[config.mk]
export PLATFORM = sky130hd
export DESIGN_NAME = dslope_seq
export DESIGN_NICKNAME = d
export VERILOG_FILES = /design/src/rtl/dslope_pkg.sv /design/src/rtl/dslope_clkdiv.sv /design/src/rtl/dslope_timebase.sv /design/src/rtl/dslope_ctrl.sv /design/src/rtl/dslope_capture.sv /design/src/rtl/dslope_seq.sv
export SDC_FILE = /design/constraint.sdc
export NUM_CORES = 1
export LEC_CHECK = 0
export BUFFER_PORTS_ARGS = -buffer_cell sky130_fd_sc_hd__buf_2
export CAP_MARGIN = 20
export CORE_ASPECT_RATIO = 1.5
export CORE_MARGIN = 5
export CORE_UTILIZATION = 62
export CTS_CLUSTER_SIZE = 25
export DETAILED_ROUTE_END_ITERATION = 12
export GPL_ROUTABILITY_DRIVEN = 0
export PLACE_DENSITY = 0.82
export SYNTH_ARGS = -nofsm -noshare
export SYNTH_HDL_FRONTEND = slang
export SYNTH_HIERARCHICAL = 1
export SYNTH_SLANG_ARGS = --single-unit
[constraint.sdc]
create_clock -name osc_clk -period 6.8 [get_ports osc_clk]
set_input_delay 1.02 -clock osc_clk [delete_from_list [all_inputs] [get_ports osc_clk]]
set_output_delay 1.02 -clock osc_clk [all_outputs]
set_load 0.005 [all_outputs]
[src/rtl/dslope_pkg.sv]
package dslope_pkg;

  // Phase code as driven on the two select lines {a, b}
  typedef enum logic [1:0] {
    PH_IZ   = 2'b00,
    PH_AZ   = 2'b01,
    PH_INT  = 2'b10,
    PH_DINT = 2'b11
  } phase_t;

  // Normal successor of each phase in the conversion loop
  function automatic phase_t succ(input phase_t p);
    case (p)
      PH_AZ:   return PH_INT;
      PH_INT:  return PH_DINT;
      PH_DINT: return PH_IZ;
      default: return PH_AZ;
    endcase
  endfunction

endpackage

[src/rtl/dslope_clkdiv.sv]
module dslope_clkdiv #(
  parameter int DIV = 4
) (
  input  logic osc_clk,
  input  logic rst_n,
  output logic sys_tick
);

  generate
    if (DIV <= 1) begin : g_nodiv
      logic run_q;
      always_ff @(posedge osc_clk or negedge rst_n) begin
        if (!rst_n) run_q <= 1'b0;
        else        run_q <= 1'b1;
      end
      assign sys_tick = run_q;
    end else begin : g_div
      localparam int DW = $clog2(DIV);
      localparam logic [DW-1:0] LAST = DW'(DIV - 1);
      logic [DW-1:0] div_q;

      always_ff @(posedge osc_clk or negedge rst_n) begin
        if (!rst_n)             div_q <= '0;
        else if (div_q == LAST) div_q <= '0;
        else                    div_q <= div_q + 1'b1;
      end

      assign sys_tick = (div_q == LAST);

      // ticks are isolated pulses, never on two cycles in a row
      p_tick_gap_r2: assert property (@(posedge osc_clk) disable iff (!rst_n)
        sys_tick |=> !sys_tick);
    end
  endgenerate

endmodule

[src/rtl/dslope_timebase.sv]
module dslope_timebase
  import dslope_pkg::*;
#(
  parameter int LOAD_W = 8,
  parameter int LOW_W  = 8,
  parameter int IZ_LEN = 4,
  parameter int CNT_W  = LOAD_W + LOW_W + 2
) (
  input  logic              clk,
  input  logic              rst_n,
  input  logic              sys_tick,
  input  logic [LOAD_W-1:0] load_val,
  input  phase_t            phase,
  input  logic              cnt_clr,
  output logic [CNT_W-1:0]  elapsed,
  output logic              len_done,
  output logic              tmo_done,
  output logic              iz_done
);

  // Last tick index of an auto-zero / integrate phase: {load, ones}
  function automatic logic [CNT_W-1:0] last_len_tick(input logic [LOAD_W-1:0] ld);
    return CNT_W'({ld, {LOW_W{1'b1}}});
  endfunction

  // Last tick index of de-integrate before timeout: 2*len - 1
  function automatic logic [CNT_W-1:0] last_tmo_tick(input logic [LOAD_W-1:0] ld);
    return CNT_W'({ld, {LOW_W{1'b1}}, 1'b1});
  endfunction

  logic [LOAD_W-1:0] cur_load;
  logic              load_grab;

  assign load_grab = sys_tick && (phase == PH_AZ) && (elapsed == '0);

  always_ff @(posedge clk or negedge rst_n) begin
    if (!rst_n)         cur_load <= '1;
    else if (load_grab) cur_load <= load_val;
  end

  always_ff @(posedge clk or negedge rst_n) begin
    if (!rst_n)        elapsed <= '0;
    else if (sys_tick) elapsed <= cnt_clr ? '0 : elapsed + 1'b1;
  end

  assign len_done = (elapsed == last_len_tick(cur_load));
  assign tmo_done = (elapsed == last_tmo_tick(cur_load));
  assign iz_done  = (elapsed == CNT_W'(IZ_LEN - 1));

  // committed load only moves inside auto-zero
  p_load_frozen_r9: assert property (@(posedge clk) disable iff (!rst_n)
    (phase != PH_AZ) |-> $stable(cur_load));

  // de-integrate never counts past its timeout
  p_dint_bound_r5: assert property (@(posedge clk) disable iff (!rst_n)
    (phase == PH_DINT) |-> (elapsed <= last_tmo_tick(cur_load)));

  // integrator-zero never counts past its fixed length
  p_iz_bound_r6: assert property (@(posedge clk) disable iff (!rst_n)
    (phase == PH_IZ) |-> (elapsed < CNT_W'(IZ_LEN)));

endmodule

[src/rtl/dslope_ctrl.sv]
module dslope_ctrl
  import dslope_pkg::*;
(
  input  logic   clk,
  input  logic   rst_n,
  input  logic   sys_tick,
  input  logic   conv_en_n,
  input  logic   cmp_pos,
  input  logic   len_done,
  input  logic   tmo_done,
  input  logic   iz_done,
  output phase_t phase,
  output logic   cnt_clr,
  output logic   dint_stop
);

  phase_t nxt;
  logic   stop_c;

  always_comb begin
    nxt    = phase;
    stop_c = 1'b0;
    if (conv_en_n) begin
      nxt = PH_AZ;
    end else begin
      case (phase)
        PH_AZ:   if (len_done) nxt = PH_INT;
        PH_INT:  if (len_done) nxt = PH_DINT;
        PH_DINT: if (!cmp_pos || tmo_done) begin
                   nxt    = PH_IZ;
                   stop_c = 1'b1;
                 end
        default: if (iz_done) nxt = PH_AZ;
      endcase
    end
  end

  assign cnt_clr   = conv_en_n || (nxt != phase);
  assign dint_stop = sys_tick && stop_c;

  always_ff @(posedge clk or negedge rst_n) begin
    if (!rst_n)        phase <= PH_AZ;
    else if (sys_tick) phase <= nxt;
  end

  // only the normal successor or a forced auto-zero may follow
  p_seq_order_r1: assert property (@(posedge clk) disable iff (!rst_n)
    (phase != $past(phase)) |-> ((phase == succ($past(phase))) || (phase == PH_AZ)));

  // enable high at a tick lands in auto-zero
  p_override_az_r7: assert property (@(posedge clk) disable iff (!rst_n)
    (sys_tick && conv_en_n) |=> (phase == PH_AZ));

  // a dropped conversion produces no result event
  p_no_stop_forced_r7: assert property (@(posedge clk) disable iff (!rst_n)
    dint_stop |-> !conv_en_n);

endmodule

[src/rtl/dslope_capture.sv]
module dslope_capture #(
  parameter int CNT_W = 18
) (
  input  logic             clk,
  input  logic             rst_n,
  input  logic             dint_stop,
  input  logic [CNT_W-1:0] elapsed,
  output logic [CNT_W-1:0] result,
  output logic             result_stb
);

  // Ticks spent in de-integrate, counting the terminating one
  function automatic logic [CNT_W-1:0] ticks_spent(input logic [CNT_W-1:0] idx);
    return idx + 1'b1;
  endfunction

  always_ff @(posedge clk or negedge rst_n) begin
    if (!rst_n) begin
      result     <= '0;
      result_stb <= 1'b0;
    end else begin
      result_stb <= dint_stop;
      if (dint_stop) result <= ticks_spent(elapsed);
    end
  end

  // strobe lasts one cycle
  p_stb_single_r4: assert property (@(posedge clk) disable iff (!rst_n)
    result_stb |=> !result_stb);

  // result only changes together with the strobe
  p_result_hold_r4: assert property (@(posedge clk) disable iff (!rst_n)
    !result_stb |-> $stable(result));

endmodule

[src/rtl/dslope_seq.sv]
module dslope_seq
  import dslope_pkg::*;
#(
  parameter int LOAD_W = 8,
  parameter int LOW_W  = 8,
  parameter int DIV    = 4,
  parameter int IZ_LEN = 4,
  localparam int CNT_W = LOAD_W + LOW_W + 2
) (
  input  logic              osc_clk,
  input  logic              rst_n,
  input  logic              conv_en_n,
  input  logic              cmp_pos,
  input  logic [LOAD_W-1:0] load_val,
  output logic              ctl_a,
  output logic              ctl_b,
  output logic              az_n,
  output logic [CNT_W-1:0]  dint_count,
  output logic              dint_valid
);

  logic             sys_tick;
  phase_t           phase;
  logic             cnt_clr;
  logic             dint_stop;
  logic [CNT_W-1:0] elapsed;
  logic             len_done;
  logic             tmo_done;
  logic             iz_done;

  dslope_clkdiv #(.DIV(DIV)) u_div (
    .osc_clk  (osc_clk),
    .rst_n    (rst_n),
    .sys_tick (sys_tick)
  );

  dslope_timebase #(
    .LOAD_W (LOAD_W),
    .LOW_W  (LOW_W),
    .IZ_LEN (IZ_LEN),
    .CNT_W  (CNT_W)
  ) u_tb (
    .clk      (osc_clk),
    .rst_n    (rst_n),
    .sys_tick (sys_tick),
    .load_val (load_val),
    .phase    (phase),
    .cnt_clr  (cnt_clr),
    .elapsed  (elapsed),
    .len_done (len_done),
    .tmo_done (tmo_done),
    .iz_done  (iz_done)
  );

  dslope_ctrl u_ctrl (
    .clk       (osc_clk),
    .rst_n     (rst_n),
    .sys_tick  (sys_tick),
    .conv_en_n (conv_en_n),
    .cmp_pos   (cmp_pos),
    .len_done  (len_done),
    .tmo_done  (tmo_done),
    .iz_done   (iz_done),
    .phase     (phase),
    .cnt_clr   (cnt_clr),
    .dint_stop (dint_stop)
  );

  dslope_capture #(.CNT_W(CNT_W)) u_cap (
    .clk        (osc_clk),
    .rst_n      (rst_n),
    .dint_stop  (dint_stop),
    .elapsed    (elapsed),
    .result     (dint_count),
    .result_stb (dint_valid)
  );

  assign ctl_a = phase[1];
  assign ctl_b = phase[0];
  assign az_n  = (phase != PH_AZ);

  // auto-zero is entered only from integrator-zero or by the override
  p_az_entry_r8: assert property (@(posedge osc_clk) disable iff (!rst_n)
    $fell(az_n) |-> ($past(conv_en_n) || ($past(phase) == PH_IZ)));

  // phase changes only on a tick
  p_tick_aligned_r2: assert property (@(posedge osc_clk) disable iff (!rst_n)
    (phase != $past(phase)) |-> $past(sys_tick));

endmodule

==> results of run 1 <==
## cells in the mapped netlist (2+ instances only)
master     instances
dfrtp_1           40
nor2_1            27
xor2_1            19
a21oi_1           18
xnor2_1           17
inv_1             15
nand2_1           15
nor4_1            15
nand3_1           11
nand4_1           10
dfstp_2            9
mux2_2             9
a31oi_1            6
clkbuf_1           6
nor3_1             6
buf_2              5
o21ai_0            5
o31ai_1            5
and2_1             4
ha_1               4
or4_1              4
and4_1             3
buf_4              3
mux2i_1            3
nand2b_1           3
o22ai_1            3
buf_6              2
nand3_4            2
o2bb2ai_1          2
or3_2              2
## per-layer routing
layer | vias to the layer above | track usage [%] | wire length (um)
met4 | 0 | 10.8 | 189
met1 | 1037 | 20.4 | 2250
li1 | 1083 | - | -
met2 | 61 | 34.7 | 2900
met5 | - | 0 | 0
met3 | 17 | 4.13 | 262
## area by class of cell
class                           count  area [sq um]  area share, %
Timing Repair Buffer               35           193           6.28
Sequential cell                    49          1240           40.3
Inverter                           15          56.3           1.83
Tap cell                           48          60.1           1.96
Clock buffer                        5          68.8           2.24
Multi-Input combinational cell    209          1420           46.3
Clock inverter                      2          35.0           1.14
## metrics by stage
step / worst slack [ns] / hold WS, ns / cells
2_1_floorplan: 3.86 / 0.403 / 290
3_3_place_gp: 3.55 / 0.414 / 355
3_5_place_dp: 3.41 / 0.429 / 355
4_1_cts: 3.39 / 0.440 / 362
5_1_grt: 3.16 / 0.462 / 363
6_report: 3.36 / 0.437 / 363
## placed cells by master (no fill, tap or decap), types with 5 or more instances in the layout
cell | Yosys | final
buf_2 | 5 | 33
o21ai_0 | 5 | 5
a21oi_1 | 18 | 18
xnor2_1 | 17 | 17
dfstp_2 | 9 | 9
nand2_1 | 15 | 15
nand4_1 | 10 | 10
xor2_1 | 19 | 19
a31oi_1 | 6 | 6
inv_1 | 15 | 15
nor3_1 | 6 | 5
nor4_1 | 15 | 15
nand3_1 | 11 | 11
nor2_1 | 27 | 27
o31ai_1 | 5 | 5
mux2_2 | 9 | 9
dfrtp_1 | 40 | 40
clkbuf_8 | 0 | 5
## flip-flops by register name, indices dropped and copies added, names as in the netlist
register,flops
u_cap/result_stb,1
u_tb/elapsed,18
u_div/g_div.div_q,2
u_cap/result,18
u_tb/cur_load,8
u_ctrl/phase,2
## worst paths after layout
check | startpoint | endpoint | slack, ns | cells past startpoint
worst min register to register | u_div/g_div.div_q[0]$_DFF_PN0_ | u_div/g_div.div_q[0]$_DFF_PN0_ | 0.44 | 1
worst max-delay path | u_tb/elapsed[4]$_DFFE_PN0P_ | u_tb/elapsed[9]$_DFFE_PN0P_ | 3.36 | 8
worst max register to register | u_tb/elapsed[4]$_DFFE_PN0P_ | u_tb/elapsed[9]$_DFFE_PN0P_ | 3.36 | 8
worst min-delay path | u_div/g_div.div_q[0]$_DFF_PN0_ | u_div/g_div.div_q[0]$_DFF_PN0_ | 0.44 | 1
min in group asynchronous | rst_n | u_cap/result_stb$_DFF_PN0_ | 0.59 | 1
max in group asynchronous | rst_n | u_tb/cur_load[0]$_DFFE_PN1P_ | 5.67 | 2
## critical path, stage by stage, from the launching register on
cell,delay [ns]
dfrtp_1,0.59
nand4_4,0.23
or3_2,0.52
nor4_1,0.44
inv_1,0.12
maj3_1,0.37
a31oi_1,0.49
and2_1,0.45
nor2_1,0.10
## where the power goes
group	switching (mW)	leakage, nW	internal (mW)
Sequential	0.0376	0.603	0.335
Clock	0.0920	0.0540	0.107
Combinational	0.0509	0.630	0.0594
## cells by family after synthesis
family                   synth area share, %
AO/OA/AOI/OAI                           9.36
XOR/XNOR                                11.2
adder cells (fa/ha/maj)                 2.14
buffers and inverters                   5.48
flip-flops                              44.1
multiplexers                            4.68
AND/OR/NAND/NOR                         23.0
==> summary.md, run 1 <==
| Metric | Value |
|---|---|
| Status | `finished, final reports clean` |
| Worst slew margin | `59.0%` |
| Vias | `2198` |
| Inserted Clock Buffers | `5` |
| CP Capture Type | `flop` |
| Total power | `682 uW` |
| Post-DRT Antenna Nets | `0` |
| Clock Root Buffer | `clkbuf_8` |
| Clock Skew | `roughly 0.0065 ns` |
| Max IR drop VDD | `0.000164 V` |
| Post-DR wirelength/cell | `15.4 um` |
| Total gr overflow | `0` |
| DR DRC count | `0` |
| Post-CTS sizing | `0` |
| Post-synth EDFFs | `0` |
| Hold-fix buffers, CTS | `0` |
| Lkg Pwr | `between 1 and 1.5 nW` |
| Core ar. | `~0.0045 sq mm` |
| Antenna violations before repair | `0` |
| Worst setup SP type | `flop` |
| Mapped Nets | `306` |
| First-pass GRT wire length | `9.14 mm` |
| Avg Vias per Cell | `6.06` |
| Rows | `30` |
| Final Hold Vio Count | `0` |
| Final Instance Area | `between 0.003 and 0.004 sq mm` |
| Die ar. | `approximately 0.0060 sq mm` |
| Fraction of layout cells with a size suffix above 1 | `22.2%` |
| DIE WIDTH | `64.9 um` |
| Final period util | `around half` |
| Die height | `92.4 um` |
| Dpl hpwl | `4.03 mm` |
| Drt first pass iters | `4` |
| Crit path required time | `6.98 ns` |
| Crit path kind | `flop to flop` |
| Worst-Margin Slew | `0.616 ns` |
| RSZ-0062 raised after global routing | `no` |
| Setup TNS | `0 ns` |
| TritonCTS clock tree | `yes` |
| Post-Route WL | `5.60 mm` |
| Count of cell types in the netlist | `47` |
| Port Buf Inserts | `33` |
| Max cap viols | `0` |
| Clk pin slew, worst setup/hold paths | `0.08 ns` |
| Hold WC Path Type | `flop to flop` |
| Post-CTS Setup Bufs | `0` |
| P&R area growth vs syn | `9.41%` |
| Vias in the first global route | `roughly 2100` |
| I/O pin count | `34` |
| Clock sink total | `49` |
| Yosys top cell by area | `dfrtp_1` |
| Warnings, synthesis | `6` |
| Largest net degree at the start of global routing | `50` |
| Post-synthesis cell count | `290` |
| Synth Cell Area | `0.00281 sq mm` |
| Syn avg cell area | `9.68 sq um` |
| #FFs+latches synth | `49` |
| Clock Tree Buf Depth | `2` |
| Crit path DAT | `3.62 ns` |
| Post-Route Utilization | `68.7%` |
| Pwr per Cell Area | `222 mW/mm^2` |
| Global Route Usage Sum | `19.3%` |
| Crit-path max FO | `12` |
| Final Max Slew Viols | `0` |
| Main synth FF type | `dfrtp_1` |
| DP Area | `~0.0029 sq mm` |
| Nets@finish | `331` |
| Clock latency on the worst-skew pair | `roughly 0.3 ns` |
| Initial drt markers | `70` |
| Filler Cell Count | `~360` |
| Largest cells by area after synthesis | `dfrtp_1, dfstp_2, xor2_1` |
| Antenna Cells | `0` |
| Ys async rst share | `100%` |
| Sequential element share of the synthesized area | `44.1%` |
| Initial Util | `62.8%` |
| Max Clock Freq | `291 MHz` |
| Final setup violation count | `0` |
| # H-tree levels | `2` |
| Min Tclk post-route | `between 3 and 4 ns` |
| Synth top area share | `35.7%` |
(Power assumes the default switching activity.)
==> inputs of run 2 (changes only) <==
--- a/config.mk
+++ b/config.mk
@@ -9,11 +9,11 @@
 export CAP_MARGIN = 20
 export CORE_ASPECT_RATIO = 1.5
 export CORE_MARGIN = 5
-export CORE_UTILIZATION = 62
+export CORE_UTILIZATION = 58
 export CTS_CLUSTER_SIZE = 25
 export DETAILED_ROUTE_END_ITERATION = 12
 export GPL_ROUTABILITY_DRIVEN = 0
-export PLACE_DENSITY = 0.82
+export PLACE_DENSITY = 0.78
 export SYNTH_ARGS = -nofsm -noshare
 export SYNTH_HDL_FRONTEND = slang
 export SYNTH_HIERARCHICAL = 1
==> constraint.sdc (replaced) <==
create_clock -name osc_clk -period 3.5 [get_ports osc_clk]
set_input_delay 0.525 -clock osc_clk [delete_from_list [all_inputs] [get_ports osc_clk]]
set_output_delay 0.525 -clock osc_clk [all_outputs]
set_load 0.005 [all_outputs]
==> summary.md, run 2 (synthesis gave the netlist of run 1 again) <==
| Metric | Value |
|---|---|
| Regs by FF count | `u_cap/result x18, u_tb/elapsed x18, u_tb/cur_load x8` |
| Commonest non-fill, non-tap cell in the layout | `dfrtp_1` |
| Max Clock Freq | `314 MHz (+8.0%)` |
| Final Max Slew Viols | `0 (unchanged)` |
| Min Tclk post-route | `3.19 ns (-0.255 ns)` |
| Inserted Clock Buffers | `5 (unchanged)` |
| Port Buf Inserts | `33 (unchanged)` |
| Drt first pass iters | `4 (unchanged)` |
| Final period util | `91.0% (+40 points)` |
| Pwr per Cell Area | `432 mW/mm^2 (+95%)` |
| DR DRC count | `0 (unchanged)` |
| Total gr overflow | `0 (unchanged)` |
| Post-CTS sizing | `0 (unchanged)` |
| Max cap viols | `0 (unchanged)` |
| Antenna violations before repair | `0 (unchanged)` |
| P&R area growth vs syn | `13.4%` |
| Largest net degree at the start of global routing | `50 (unchanged)` |
| Final Instance Area | `0.00318 sq mm (+3.6%)` |
| Antenna Cells | `0 (unchanged)` |
| Worst setup SP type | `flop` |
| Worst-Margin Slew | `0.599 ns (-0.0167 ns)` |
| Filler Cell Count | `414 (+15%)` |
| Fraction of layout cells with a size suffix above 1 | `24.1% (+1.9 points)` |
| Crit path DAT | `3.37 ns (-0.25 ns)` |
| Vias in the first global route | `2205 (+4.9%)` |
| Max IR drop VDD | `0.000334 V (+100%)` |
| Post-DR wirelength/cell | `15.6 um (+1.1%)` |
| Crit path required time | `3.68 ns (-3.30 ns)` |
| Die height | `95.2 um (+3.0%)` |
| Dpl hpwl | `4.20 mm (+4.2%)` |
| # H-tree levels | `2 (unchanged)` |
| Status | `finished, final reports clean` |
| Rows | `31 (+3.3%)` |
| R2r endpoint | `u_tb/elapsed[11]$_DFFE_PN0P_` |
| DP Area | `0.00303 sq mm (+3.0%)` |
| I/O pin count | `34 (unchanged)` |
| Critical path launch point | `u_tb/elapsed[0]$_DFFE_PN0P_` |
| Commonest cells after routing, fill and taps aside | `dfrtp_1, buf_2, nor2_1, xor2_1, a21oi_1` |
| DIE WIDTH | `66.8 um (+2.9%)` |
| CP Capture Type | `flop` |
| Initial Util | `58.8% (-4.0 points)` |
| Hold-fix buffers, CTS | `0 (unchanged)` |
| Nets@finish | `338 (+2.1%)` |
| Worst slew margin | `60.1% (+1.1 points)` |
| RSZ-0062 raised after global routing | `no` |
| Global Route Usage Sum | `21.2% (+1.9 points)` |
| Clk pin slew, worst setup/hold paths | `0.09 ns (about the same)` |
| Clock sink total | `49 (unchanged)` |
| TritonCTS clock tree | `yes` |
| Crit path kind | `flop to flop` |
| Setup crit end | `u_tb/elapsed[11]$_DFFE_PN0P_` |
| Avg Vias per Cell | `5.79 (-4.4%)` |
| Setup TNS | `0 ns (unchanged)` |
| First-pass GRT wire length | `10.2 mm (+12%)` |
| FF-to-FF path depth | `9 (+1)` |
| Lkg Pwr | `1.33 nW (+3.6%)` |
| Vias | `2251 (+2.4%)` |
| Crit-path max FO | `11 (-1)` |
| Final Hold Vio Count | `0 (unchanged)` |
| Worst R2R Start | `u_tb/elapsed[0]$_DFFE_PN0P_` |
| Clock latency on the worst-skew pair | `0.30 ns (about the same)` |
| Post-Route WL | `6.07 mm (+8.3%)` |
| Initial drt markers | `84 (+20%)` |
| Clock Tree Buf Depth | `2 (unchanged)` |
| Final setup violation count | `0 (unchanged)` |
| Die ar. | `0.00636 sq mm (+6.0%)` |
| Post-DRT Antenna Nets | `0 (unchanged)` |
| Clock Skew | `0.00622 ns (-0.000293 ns)` |
| Core ar. | `0.00477 sq mm (+6.8%)` |
| R2r setup slk | `0.31 ns (-3.04 ns)` |
| Post-CTS Setup Bufs | `0 (unchanged)` |
| Clock Root Buffer | `clkbuf_8` |
| Hold WC Path Type | `input port to asynchronous set/reset pin` |
## run 2: worst max-delay path, cell delays in order (launching register included)
cell and delay (ns):
dfrtp_1 0.50, ha_1 0.24, nand3_1 0.15, or3_2 0.46
nor4_1 0.46, inv_1 0.13, maj3_1 0.37, a31oi_1 0.22
and2_1 0.42, nor2_1 0.11
## run 2: layout make-up
cell class	count	area, sq um	share of cell area [%]
tap	66	82.6	2.60
clock inverter	2	37.5	1.18
sequential	49	1240	38.9
multi-input combinational	209	1420	44.6
inverter	15	56.3	1.77
clock buffer	6	82.6	2.60
timing repair buffer	42	265	8.34
## run 2: metal layers
metal  track usage, %  up-vias  wire (um)
met5                0        -          0
met4             13.7        0        261
met3             4.25       21        279
met2             35.0       75       3130
met1             24.6     1055       2400
li1                 -     1100          -
## run 2: worst min path at each step
stage / end / slack [ns] / start
after floorplan: u_cap/result[0]$_DFFE_PN0P_ / 0.23 / rst_n
after global placement: u_div/g_div.div_q[0]$_DFF_PN0_ / 0.41 / u_div/g_div.div_q[0]$_DFF_PN0_
after detailed placement: u_div/g_div.div_q[0]$_DFF_PN0_ / 0.42 / u_div/g_div.div_q[0]$_DFF_PN0_
after CTS: u_div/g_div.div_q[0]$_DFF_PN0_ / 0.43 / u_div/g_div.div_q[0]$_DFF_PN0_
after global routing: u_div/g_div.div_q[1]$_DFF_PN0_ / 0.25 / rst_n
final: u_div/g_div.div_q[0]$_DFF_PN0_ / 0.22 / rst_n
## run 2: power by group
part / total (mW) / internal, mW / switching (mW)
sequential: 0.711 / 0.651 / 0.0608
combinational: 0.245 / 0.123 / 0.123
clock: 0.418 / 0.232 / 0.186
total: 1.38 / 1.01 / 0.370
## run 2: metrics by stage
step	total power, mW	hold slack [ns]	setup WS, ns	utilization (%)	instances
after floorplan	0.872	0.229	0.562	-	290
after global placement	0.946	0.415	0.545	63.6	380
after detailed placement	0.958	0.420	0.427	63.6	380
after CTS	1.38	0.432	0.358	66.1	388
after global routing	1.45	0.246	0.117	66.7	389
final	1.38	0.221	0.314	66.7	389
==> inputs of run 3 (changes only) <==
--- a/config.mk
+++ b/config.mk
@@ -5,15 +5,17 @@
 export SDC_FILE = /design/constraint.sdc
 export NUM_CORES = 1
 export LEC_CHECK = 0
+export ABC_AREA = 1
 export BUFFER_PORTS_ARGS = -buffer_cell sky130_fd_sc_hd__buf_2
 export CAP_MARGIN = 20
 export CORE_ASPECT_RATIO = 1.5
 export CORE_MARGIN = 5
-export CORE_UTILIZATION = 58
+export CORE_UTILIZATION = 59
 export CTS_CLUSTER_SIZE = 25
 export DETAILED_ROUTE_END_ITERATION = 12
 export GPL_ROUTABILITY_DRIVEN = 0
 export PLACE_DENSITY = 0.78
+export SKIP_CTS_REPAIR_TIMING = 1
 export SYNTH_ARGS = -nofsm -noshare
 export SYNTH_HDL_FRONTEND = slang
 export SYNTH_HIERARCHICAL = 1
==> summary.md, run 3 <==
| Metric | Value |
|---|---|
| Status | `finished, final reports clean` |
| Ys async rst share | `100% (unchanged)` |
| Worst slew margin | `56.7% (-3.4 points)` |
| Post-synth EDFFs | `0 (unchanged)` |
| Mapped Nets | `439 (+43%)` |
| Filler Cell Count | `460 (+11%)` |
| Final Max Slew Viols | `0 (unchanged)` |
| I/O pin count | `34 (unchanged)` |
| Commonest cells in the netlist | `nand2_1, nor2_1, dfrtp_1` |
| CP Depth | `19 (+10)` |
| Dpl hpwl | `5.09 mm (+21%)` |
| Commonest non-fill, non-tap cell in the layout | `nand2_1` |
| Largest net degree at the start of global routing | `50 (unchanged)` |
| Inserted Clock Buffers | `5 (unchanged)` |
| Final period util | `76.8% (-14 points)` |
| Rows | `32 (+3.2%)` |
| Total gr overflow | `0 (unchanged)` |
| Avg Vias per Cell | `5.35 (-7.5%)` |
| Clock sink total | `49 (unchanged)` |
| Crit path DAT | `2.94 ns (-0.43 ns)` |
| Max stage delay on crit path | `0.47 ns (-0.03 ns)` |
| Die ar. | `0.00694 sq mm (+9.1%)` |
| Slowest CP cell | `dfrtp_1` |
| Final Hold Vio Count | `0 (unchanged)` |
| Die height | `99.5 um (+4.6%)` |
| Synth top area share | `31.7% (-3.9 points)` |
| Clock latency on the worst-skew pair | `0.30 ns (about the same)` |
| Antenna Cells | `0 (unchanged)` |
| Largest delay share family, worst path | `simple AND/OR/NAND/NOR gates` |
| P&R area growth vs syn | `10.8%` |
| Regs by FF count | `u_cap/result x18, u_tb/elapsed x18, u_tb/cur_load x8` |
| CP Capture Type | `flop` |
| Hold WC Path Type | `input port to asynchronous set/reset pin` |
| TritonCTS clock tree | `yes` |
| Sequential element share of the synthesized area | `39.2% (-4.8 points)` |
| DP Area | `0.00335 sq mm (+11%)` |
| Crit-path max FO | `16 (+5)` |
| Main synth FF type | `dfrtp_1` |
| Core ar. | `0.00516 sq mm (+8.3%)` |
| Vias | `2821 (+25%)` |
| Clock Skew | `0.00897 ns (+0.00275 ns)` |
| Yosys top cell by area | `dfrtp_1` |
| # H-tree levels | `2 (unchanged)` |
| Final setup violation count | `0 (unchanged)` |
| Lkg Pwr | `1.71 nW (+29%)` |
| Synth Cell Area | `0.00315 sq mm (+12%)` |
| DIE WIDTH | `69.7 um (+4.3%)` |
| Commonest cells after routing, fill and taps aside | `nand2_1, nor2_1, dfrtp_1, inv_1, buf_2` |
| Fraction of layout cells with a size suffix above 1 | `22.7% (-1.5 points)` |
| Min Tclk post-route | `2.69 ns (-0.500 ns)` |
| Final Instance Area | `0.00349 sq mm (+9.8%)` |
| Antenna violations before repair | `0 (unchanged)` |
| Syn avg cell area | `7.45 sq um (-23%)` |
| Post-DRT Antenna Nets | `0 (unchanged)` |
| Max IR drop VDD | `0.000391 V (+17%)` |
| Vias in the first global route | `2556 (+16%)` |
| Crit path kind | `flop to flop` |
| Post-DR wirelength/cell | `13.1 um (-16%)` |
| Drt first pass iters | `4 (unchanged)` |
| Global Route Usage Sum | `20.1% (-1.1 points)` |
| RSZ-0062 raised after global routing | `no` |
| #FFs+latches synth | `49 (unchanged)` |
| Clock Root Buffer | `clkbuf_8` |
| First-pass GRT wire length | `11.4 mm (+12%)` |
| Largest cells by area after synthesis | `dfrtp_1, nand2_1, dfstp_2` |
| FF-to-FF path depth | `19 (+10)` |
| DR DRC count | `0 (unchanged)` |
| Initial drt markers | `160 (+90%)` |
| Initial Util | `61.0% (+2.2 points)` |
| Most frequent CP cell | `nand2_1` |
| Warnings, synthesis | `6 (unchanged)` |
| Nets@finish | `474 (+40%)` |
| Setup TNS | `0 ns (unchanged)` |
| Count of cell types in the netlist | `40 (-15%)` |
| Post-Route WL | `6.88 mm (+13%)` |
| Crit-path cells | `ha_1 -> nand2_1 -> nor2_2 -> nand2_4 -> nor2_1 -> nand3_1 -> nor2_1 -> inv_1 -> nand2_1 -> nand2_1 -> nand2_2 -> nand2_1 -> nand2_1 -> nand3_1 -> nand2_1 -> nand2_1 -> nand2_1 -> o21ai_0 -> inv_1` |
| Worst setup SP type | `flop` |
| Port Buf Inserts | `33 (unchanged)` |
| Post-synthesis cell count | `423 (+46%)` |
| Crit path required time | `3.75 ns (+0.07 ns)` |
| Max Clock Freq | `372 MHz (+19%)` |
| Max cap viols | `0 (unchanged)` |
| Top-count cell post-synth | `nand2_1` |
| Pwr per Cell Area | `403 mW/mm^2 (-6.9%)` |
| Clock Tree Buf Depth | `2 (unchanged)` |
| Clk pin slew, worst setup/hold paths | `0.09 ns (about the same)` |
| Worst Path Buf+Inv | `2 (+1)` |
| Worst-Margin Slew | `0.649 ns (+0.0500 ns)` |
[run 3: cell types whose count changed after synthesis, moves of 11 or more]
cell / before / now
xor2_1: 19 / 6
nor2_4: 0 / 13
nand2_2: 0 / 11
nor2_1: 27 / 49
nor4_1: 15 / 0
nand3_1: 11 / 30
inv_1: 15 / 36
nand2_1: 15 / 123
[run 3: worst register-to-register path: stages (launching register included)]
cell and delay [ns]:
dfrtp_1 0.47, ha_1 0.24, nand2_1 0.08, nor2_2 0.19
nand2_4 0.08, nor2_1 0.09, nand3_1 0.08, nor2_1 0.17
inv_1 0.07, nand2_1 0.06, nand2_1 0.06, nand2_2 0.06
nand2_1 0.07, nand2_1 0.07, nand3_1 0.07, nand2_1 0.40
nand2_1 0.14, nand2_1 0.09, o21ai_0 0.08, inv_1 0.07
[run 3: logic make-up (layout without fill, tap and decap cells)]
group                      after synthesis  after routing  share of synthesized area [%]
adders and majority gates                4              4                           1.59
and+or+nand+nor                        261            261                           40.4
AOI/OAI and AO/OA                       40             40                           7.26
DFF                                     49             49                           39.2
xor gates and xnor gates                14             14                           3.89
buffers and inverters                   55             91                           7.58
[run 3: per-stage QoR]
stage / std cells / util [%] / hold WS, ns / setup slack [ns] / total power, mW
final: 527 / 67.7 / 0.157 / 0.814 / 1.41
after global routing: 527 / 67.7 / 0.189 / 0.437 / 1.49
after CTS: 526 / 67.3 / 0.429 / 0.804 / 1.42
after detailed placement: 518 / 64.9 / 0.422 / 0.846 / 0.988
after global placement: 518 / 64.9 / 0.413 / 0.970 / 0.983
after floorplan: 423 / - / 0.229 / 1.35 / 0.912
[run 3: where the power goes]
group / switching (mW) / leakage [nW] / internal, mW
registers: 0.0773 / 0.643 / 0.659
logic: 0.138 / 1.01 / 0.108
clock network: 0.192 / 0.0574 / 0.232
[run 3: layer usage]
layer | global-route usage, % | wire [um]
met5 | 0 | 0
met4 | 11.2 | 335
met3 | 3.13 | 356
met2 | 37.2 | 3530
met1 | 21.5 | 2660
[run 3: final cells by class]
| cell class | instances | area, sq um | share of cell area [%] |
|---|---|---|---|
| well taps | 68 | 85.1 | 2.43 |
| flip-flops and latches | 49 | 1240 | 35.4 |
| clock inverters | 2 | 37.5 | 1.07 |
| repair buffers | 35 | 193 | 5.51 |
| inverters | 48 | 183 | 5.23 |
| multi-input cells | 319 | 1680 | 48.0 |
| clock buffers | 6 | 82.6 | 2.36 |
[run 3: worst paths after layout]
kind	from	endpoint	slack (ns)
max in group asynchronous	rst_n	u_tb/elapsed[12]$_DFFE_PN0P_	2.83
max reg2reg	u_tb/elapsed[0]$_DFFE_PN0P_	u_tb/elapsed[6]$_DFFE_PN0P_	0.81
min in group osc_clk	u_div/g_div.div_q[0]$_DFF_PN0_	u_div/g_div.div_q[0]$_DFF_PN0_	0.43
max	u_tb/elapsed[0]$_DFFE_PN0P_	u_tb/elapsed[6]$_DFFE_PN0P_	0.81
min reg2reg	u_div/g_div.div_q[0]$_DFF_PN0_	u_div/g_div.div_q[0]$_DFF_PN0_	0.43
min	rst_n	u_cap/result_stb$_DFF_PN0_	0.16
